--- src/rtl/addsub_pkg.sv ---
// Package: shared sizing defaults and the generate/propagate pair type for
// the lookahead adder/subtractor. Assumes groups of equal width.
package addsub_pkg;

    localparam int DEF_GRP_W = 4;   // bits per lookahead group
    localparam int DEF_N_GRP = 4;   // number of groups

    // Generate/propagate pair reported by a lookahead group
    typedef struct packed {
        logic gen;
        logic prop;
    } gp_pair_t;

endpackage

--- src/rtl/cla_group.sv ---
// Module: cla_group
// One lookahead group. It forms bit generate (a AND b) and propagate
// (a OR b), derives every internal carry in expanded sum-of-products form
// from cin, returns the sum bits (3-input XOR) and the group-level generate
// and propagate. Assumes b is already conditioned for subtraction.
module cla_group #(
    parameter int W = 4
) (
    input  logic [W-1:0]         a,
    input  logic [W-1:0]         b,
    input  logic                 cin,
    output logic [W-1:0]         sum,
    output addsub_pkg::gp_pair_t grp,
    output logic                 cout_local
);

    logic [W-1:0] bit_g;
    logic [W-1:0] bit_p;
    logic [W:0]   c;
    logic         prod;
    logic         gacc;
    logic         gprod;

    // Bit-level generate and propagate terms
    always_comb begin
        bit_g = a & b;
        bit_p = a | b;
    end

    // Internal carries: each is OR of (source term AND all higher propagates)
    always_comb begin
        c    = '0;
        c[0] = cin;
        prod = 1'b0;
        for (int i = 1; i <= W; i++) begin
            c[i] = 1'b0;
            for (int j = -1; j < i; j++) begin
                prod = (j < 0) ? cin : bit_g[j];
                for (int k = j + 1; k < i; k++) begin
                    prod = prod & bit_p[k];
                end
                c[i] = c[i] | prod;
            end
        end
    end

    // Sum bits from operands and incoming carries
    always_comb begin
        sum        = a ^ b ^ c[W-1:0];
        cout_local = c[W];
    end

    // Group generate (carry independent of cin) and group propagate
    always_comb begin
        gacc  = 1'b0;
        gprod = 1'b0;
        for (int j = 0; j < W; j++) begin
            gprod = bit_g[j];
            for (int k = j + 1; k < W; k++) begin
                gprod = gprod & bit_p[k];
            end
            gacc = gacc | gprod;
        end
        grp.gen  = gacc;
        grp.prop = &bit_p;
    end

    // Group terms must agree with the bit-level carry chain
    always_comb begin
        AST_GROUP_GP: assert (cout_local == (grp.gen | (grp.prop & cin)))
            else $error("group G/P disagree with local carry");
        if (grp.gen) begin
            AST_GROUP_GEN: assert (cout_local)
                else $error("group generate without carry-out");
        end
    end

endmodule

--- src/rtl/cla_lookahead.sv ---
// Module: cla_lookahead
// Second-level lookahead. From the group generate/propagate pairs and the
// initial carry it forms the carry into every group and the final carry,
// each as one expanded sum of products (no group-to-group ripple).
module cla_lookahead #(
    parameter int N = 4
) (
    input  addsub_pkg::gp_pair_t [N-1:0] grp,
    input  logic                         c0,
    output logic [N:0]                   carry
);

    logic [N-1:0] gg;
    logic [N-1:0] gp;
    logic         prod;

    // Unpack group pairs into separate vectors
    always_comb begin
        for (int k = 0; k < N; k++) begin
            gg[k] = grp[k].gen;
            gp[k] = grp[k].prop;
        end
    end

    // Expanded second-level carries
    always_comb begin
        carry    = '0;
        carry[0] = c0;
        prod     = 1'b0;
        for (int i = 1; i <= N; i++) begin
            carry[i] = 1'b0;
            for (int j = -1; j < i; j++) begin
                prod = (j < 0) ? c0 : gg[j];
                for (int k = j + 1; k < i; k++) begin
                    prod = prod & gp[k];
                end
                carry[i] = carry[i] | prod;
            end
        end
    end

    // Flat carries must match the one-step recurrence between groups
    always_comb begin
        for (int k = 0; k < N; k++) begin
            AST_LA_CHAIN: assert (carry[k+1] == (gg[k] | (gp[k] & carry[k])))
                else $error("lookahead carry %0d inconsistent", k + 1);
        end
    end

endmodule

--- src/rtl/addsub_cla16.sv ---
// Module: addsub_cla16
// Top of the adder/subtractor. Conditions the second operand with XOR for
// subtraction, inverts the carry input in subtract mode, instantiates the
// groups and the second-level lookahead, and forms carry-out and signed
// overflow. Purely combinational; no clock or reset is needed.
module addsub_cla16 #(
    parameter int GRP_W = addsub_pkg::DEF_GRP_W,
    parameter int N_GRP = addsub_pkg::DEF_N_GRP
) (
    input  logic [GRP_W*N_GRP-1:0] op_x,
    input  logic [GRP_W*N_GRP-1:0] op_y,
    input  logic                   sub_en,
    input  logic                   carry_in,
    output logic [GRP_W*N_GRP-1:0] result,
    output logic                   carry_out,
    output logic                   overflow
);

    localparam int WIDTH = GRP_W * N_GRP;
    localparam int MSB   = WIDTH - 1;

    logic [WIDTH-1:0]                   y_eff;
    logic                               c0;
    logic [N_GRP:0]                     grp_carry;
    logic [N_GRP-1:0]                   local_cout;
    addsub_pkg::gp_pair_t [N_GRP-1:0]   grp_terms;

    // Operand conditioning: invert Y and the carry input when subtracting
    always_comb begin
        y_eff = op_y ^ {WIDTH{sub_en}};
        c0    = carry_in ^ sub_en;
    end

    // One lookahead group per slice of the word
    for (genvar gi = 0; gi < N_GRP; gi++) begin : g_grp
        cla_group #(
            .W(GRP_W)
        ) i_group (
            .a          (op_x[gi*GRP_W +: GRP_W]),
            .b          (y_eff[gi*GRP_W +: GRP_W]),
            .cin        (grp_carry[gi]),
            .sum        (result[gi*GRP_W +: GRP_W]),
            .grp        (grp_terms[gi]),
            .cout_local (local_cout[gi])
        );

        // A group's own carry-out must equal the lookahead carry above it
        always_comb begin
            AST_GROUP_CARRY: assert (local_cout[gi] == grp_carry[gi+1])
                else $error("group %0d carry mismatch", gi);
        end
    end

    cla_lookahead #(
        .N(N_GRP)
    ) i_lookahead (
        .grp   (grp_terms),
        .c0    (c0),
        .carry (grp_carry)
    );

    // Carry-out and signed overflow from the sign bits
    always_comb begin
        carry_out = grp_carry[N_GRP];
        overflow  = (op_x[MSB] == y_eff[MSB]) && (result[MSB] != op_x[MSB]);
    end

    // Overflow sanity against operand and result signs
    always_comb begin
        if (op_x[MSB] != y_eff[MSB]) begin
            AST_NO_OVERFLOW: assert (!overflow)
                else $error("overflow with opposite signs");
        end
        if (overflow) begin
            AST_OVF_SIGN: assert (result[MSB] != op_x[MSB])
                else $error("overflow without sign change");
        end
    end

endmodule

--- config.mk ---
export PLATFORM = sky130hd
export DESIGN_NAME = addsub_cla16
export DESIGN_NICKNAME = d
export VERILOG_FILES = /design/src/rtl/addsub_pkg.sv /design/src/rtl/cla_group.sv /design/src/rtl/cla_lookahead.sv /design/src/rtl/addsub_cla16.sv
export SDC_FILE = /design/constraint.sdc
export NUM_CORES = 1
export LEC_CHECK = 0
export BUFFER_PORTS_ARGS = -buffer_cell sky130_fd_sc_hd__buf_2
export CORE_MARGIN = 2
export CORE_UTILIZATION = 55
export DETAILED_ROUTE_END_ITERATION = 6
export PLACE_DENSITY = 0.89
export SYNTH_ARGS = -nofsm -noshare
export SYNTH_HDL_FRONTEND = slang
export SYNTH_SLANG_ARGS = --single-unit
export TNS_END_PERCENT = 10
--- constraint.sdc ---
create_clock -name vclk -period 11.6
set_input_delay 2.32 -clock vclk [all_inputs]
set_output_delay 2.32 -clock vclk [all_outputs]
set_load 0.1 [all_outputs]
==> flow_summary.ini, run 1 <==
[floorplan]
die_y_um = 53.5
core_area_sq_mm = 0.00225
io_pins = 52
die_area_sq_mm = 0.00286
start_util_pct = 59.7
fp-row-count = 17
die_w_um = 53.5

[finish]
fin_nets = 295
regArea_sq_um = 0
fill_cells = 197
drive_gt1_share_pct = 26.5
areaGrowthSynthToFinish_pct = 21.1
flops_and_latches = 0
clock_buffers = 0
n_antenna_cell = 0
multi_input_area_sq_mm = 0.00115

[detailed_routing]
drt-total-wl_mm = 2.72
viasPerCell = 5.01
drtIter0Drc = 22
drc = 0
num_vias = 1257
first_pass_iters = 4
antenna_left = 0
wl_per_cell_um = 10.8

[critical_path]
startpoint = sub_en
worstPathRequired_ps = 9280
critPathMaxFanout = 17
arrival_ps = 5480
cp-start-kind = primary input
endpoint_kind = primary output
critPathKind = in2out
crit_end = result[13]

[job]
maxCapViolCount = 0

[synthesis]
seq_area_frac_synth_pct = 0
synth_area_sq_mm = 0.00135
synth_area_leader_cell = ha_1
synthTopCellsByCount = inv_1, ha_1, nor2_1
synth_top_cell_area_share_pct = 29.8
syn-num-nets = 243
synth_area_leaders = ha_1, inv_1, xnor2_1, xor2_1, fa_1
post-synth-top-count-cell = inv_1
netlist_instances = 173
netlist-cell-type-count = 38
avgSynthCellArea_sq_um = 7.77
yosys_warnings = 0

[power]
p_total_mw = 0.249
leakage_nw = 0.932
p_per_area_mw_per_mm2 = 153
ir_drop_uv = 124

[placement]
gp_congestion = 0.806
hpwl_mm = 2.47
numPortBuffers = 52

[global_route]
grt_overflow_total = 0
grt_pass1_wl_mm = 4.54
antenna_found_initial = 0
grt_pass1_vias = 1186
grt_max_degree = 18
grt_usage_pct = 20.4

[timing]
min_period_ps = 7800
setup_violations = 0
tns_ps = 0
hold_viol = 0
maxSlewHeadroom_pct = 51.8
drv_slew = 0
grt_setup_unrepaired = no
period_share_pct = 67.3
worst_slew_pin_slew_ps = 723
clock.fmax_ghz = 0.128

[cts]
cts_hold_buf = 0
post_cts_buffers = 0
cts_resized = 0

[min_path]
hp-class = in2out

[run_status]
outcome = completed
## critical path, cell delays in order
cell and delay [ps]:
buf_2 410, xor2_1 240, inv_1 100, ha_1 200
or4_4 550, nor4_4 330, o211ai_4 140, and2_4 200
fa_1 410, xnor2_1 130, buf_2 440
## cell families after synthesis
logic type                 count (synthesis)  share of synthesized area, %
buffers and inverters                     51                          14.5
muxes                                      2                          1.58
and+or+nand+nor                           31                          12.8
adders and majority gates                 36                          35.7
AOI/OAI and AO/OA                         27                          17.9
xor gates and xnor gates                  26                          17.5
## power breakdown
part / total (mW) / leakage [nW] / internal (mW) / switching [mW]
logic: 0.249 / 0.932 / 0.0523 / 0.197
registers: 0 / 0 / 0 / 0
clock network: 0 / 0 / 0 / 0
total: 0.249 / 0.932 / 0.0523 / 0.197
## per-stage QoR
step | utilization [%] | setup slack (ps) | instances | hold WS, ps | area [sq um]
after floorplan | - | 2520 | 173 | 5230 | 1350
after global placement | 72.3 | 3870 | 251 | 5230 | 1630
final | 72.3 | 3800 | 251 | 5250 | 1630
after global routing | 72.3 | 3610 | 251 | 5270 | 1630
after detailed placement | 72.3 | 3780 | 251 | 5240 | 1630
after CTS | 72.3 | 3780 | 251 | 5240 | 1630
## layout by cell type, fill, tap and decap left out, drive strengths merged, types with 2 or more instances in the layout
cell and count:
buf 52, inv 49, ha 32, nor2 14, xnor2 13, xor2 13
a21oi 5, nor2b 4, o21bai 4, fa 4, nor3 3, a221oi 3
a31oi 2, nand2 2, nand4 2, a221o 2, o211ai 2, o311ai 2
## final cells by class
class	count	share of cell area [%]
multi-input combinational	122	70.6
tap	28	2.15
inverter	49	11.3
timing repair buffer	52	16.0
## worst min-delay path by stage
stage              from        to  slack [ps]  cells past startpoint
2_1_floorplan  op_x[15]  overflow        5230                      3
3_3_place_gp   op_x[15]  overflow        5230                      4
3_5_place_dp   op_x[15]  overflow        5240                      4
4_1_cts        op_x[15]  overflow        5240                      4
5_1_grt        op_x[15]  overflow        5270                      4
6_report       op_x[15]  overflow        5250                      4
## routing by layer
metal	global-route usage [%]	part of all wire, %	vias to the layer above
met1	22.8	42	570
li1	-	-	652
met2	43.8	54	33
met3	0	4.1	2
met5	0	0	-
met4	0	0.29	0
(Power assumes the default switching activity.)
==> run 2: changes to the inputs <==
--- a/config.mk
+++ b/config.mk
@@ -5,11 +5,13 @@
 export SDC_FILE = /design/constraint.sdc
 export NUM_CORES = 1
 export LEC_CHECK = 0
+export ABC_AREA = 1
 export BUFFER_PORTS_ARGS = -buffer_cell sky130_fd_sc_hd__buf_2
+export CORE_ASPECT_RATIO = 2
 export CORE_MARGIN = 2
-export CORE_UTILIZATION = 55
+export CORE_UTILIZATION = 46
 export DETAILED_ROUTE_END_ITERATION = 6
-export PLACE_DENSITY = 0.89
+export PLACE_DENSITY = 0.81
 export SYNTH_ARGS = -nofsm -noshare
 export SYNTH_HDL_FRONTEND = slang
 export SYNTH_SLANG_ARGS = --single-unit
==> constraint.sdc (replaced) <==
create_clock -name vclk -period 7
set_input_delay 1.4 -clock vclk [all_inputs]
set_output_delay 1.4 -clock vclk [all_outputs]
set_load 0.1 [all_outputs]
==> flow_summary.ini, run 2 <==
[timing]
grt_setup_unrepaired = no
tns_ps = 0
min_period_ps = 5450
hold_ws_ps = 3420
maxSlewHeadroom_pct = 66.7
worst_slew_pin_slew_ps = 500
period_share_pct = 77.8
drv_slew = 0
hold_viol = 0
clock.fmax_ghz = 0.184
setup_violations = 0

[detailed_routing]
drc = 0
viasPerCell = 4.59
wl_per_cell_um = 8.82
antenna_left = 0
num_vias = 1139
first_pass_iters = 4
drt-total-wl_mm = 2.19
drtIter0Drc = 3

[synthesis]
synth_area_leaders = ha_1, inv_1, xnor2_1, fa_1, xor2_1
yosys_warnings = 0
synth_top_cell_area_share_pct = 33.4
synth_area_leader_cell = ha_1
post-synth-top-count-cell = inv_1
netlist_instances = 170
syn-num-nets = 240
synthTopCellsByCount = inv_1, ha_1, xnor2_1
seq_area_frac_synth_pct = 0
netlist-cell-type-count = 20
synth_area_sq_mm = 0.00120
avgSynthCellArea_sq_um = 7.06

[global_route]
use_met3_pct = 0.292
grt_pass1_vias = 1095
met2_usage_pct = 35.5
antenna_found_initial = 0
grt_pass1_wl_mm = 3.77
grt_overflow_total = 0
grt_max_degree = 19
grt_busiest_layer = met2
grt_usage_pct = 16.0
met1_usage_pct = 13.4

[floorplan]
core_area_sq_mm = 0.00250
start_util_pct = 47.9
fp-row-count = 26
die_y_um = 76.2
die_w_um = 40.1
die_area_sq_mm = 0.00306
io_pins = 52

[run_status]
outcome = completed

[finish]
final_util_pct = 59.0
areaGrowthSynthToFinish_pct = 23.3
fin_nets = 292
n_antenna_cell = 0
final_common_cell = inv_1
clock_buffers = 0
final_cell_mix = inv_1, buf_2, ha_1
regArea_sq_um = 0
flops_and_latches = 0
multi_input_area_sq_um = 973
drive_gt1_share_pct = 28.6
fill_cells = 255

[power]
seq_power_share_pct = 0
p_per_area_mw_per_mm2 = 259
leakage_nw = 0.944
power_report.internal_total_mw = 0.0731
ir_drop_uv = 182
power_switching_share_pct = 80.9
pwr-share-clk_pct = 0
switchingPower_mw = 0.310
p_comb_share_pct = 100.0

[critical_path]
arrival_ps = 4050
cp-start-kind = primary input
critPathKind = in2out
worstPathRequired_ps = 5600
critPathMaxFanout = 18
endpoint_kind = primary output

[cts]
cts_hold_buf = 0
post_cts_buffers = 0
cts_resized = 0

[job]
maxCapViolCount = 0

[placement]
numPortBuffers = 52
hpwl_mm = 2.11
gp_congestion = 0.737

[min_path]
hp-class = in2out
==> run 2: changes by cell type in the layout (fill, tap and decap cells not counted), sizes merged, moves of 4 or more <==
cell   change
a21oi      +6
inv        +7
nor2b      -4
xor2       -4
nand3      +4
xnor2      +5
nand2     +18
nor2       -8
==> run 2: worst max-delay path, cell delays in order <==
cell and delay (ps):
buf_2 410, xor2_1 230, inv_1 70, ha_1 190, o21ai_0 360, nand3_2 120, nand2_2 80, nand2_1 50
nand2_1 80, inv_1 60, fa_1 410, xnor2_1 150, buf_2 440
==> run 2: final timing paths <==
check	slack [ps]	cells past startpoint	endpoint	from
setup / recovery	1550	13	result[13]	sub_en
hold / removal	3420	5	overflow	op_x[15]
==> run 2: area by class of cell <==
class | instances | area share [%]
Multi-Input combinational cell | 112 | 65.8
Timing Repair Buffer | 52 | 17.6
Inverter | 56 | 14.2
Tap cell | 28 | 2.37
==> run 2: power groups by stage <==
| stage | Clock, mW | Sequential, mW | Combinational [mW] |
|---|---|---|---|
| floorplan | 0 | 0 | 0.330 |
| global placement | 0 | 0 | 0.383 |
| detailed placement | 0 | 0 | 0.386 |
| CTS | 0 | 0 | 0.387 |
| global route | 0 | 0 | 0.405 |
| finish | 0 | 0 | 0.383 |
==> run 2: routing by layer <==
metal / wire length, um / vias up / share of wire [%]
met2: 1420 / 30 / 65
met4: 0 / 0 / 0
met3: 121 / 0 / 5.5
met5: 0 / - / 0
li1: - / 589 / -
met1: 648 / 520 / 30
==> run 2: stage by stage <==
stage / cell area, sq um / power, mW / cells / setup WS (ps)
after floorplan: 1200 / 0.330 / 170 / 872
after global placement: 1480 / 0.383 / 248 / 1620
after detailed placement: 1480 / 0.386 / 248 / 1540
after CTS: 1480 / 0.387 / 248 / 1530
after global routing: 1480 / 0.405 / 248 / 1370
final: 1480 / 0.383 / 248 / 1550
==> run 2: kinds of logic (layout without fill, tap and decap cells) <==
family,after synthesis,count (layout),share of synthesized area (%)
adder cells (fa/ha/maj),36,36,40.0
AND/OR/NAND/NOR,35,35,14.8
buffers and inverters,58,108,18.9
XOR/XNOR,27,27,19.7
AO/OA/AOI/OAI,14,14,6.57
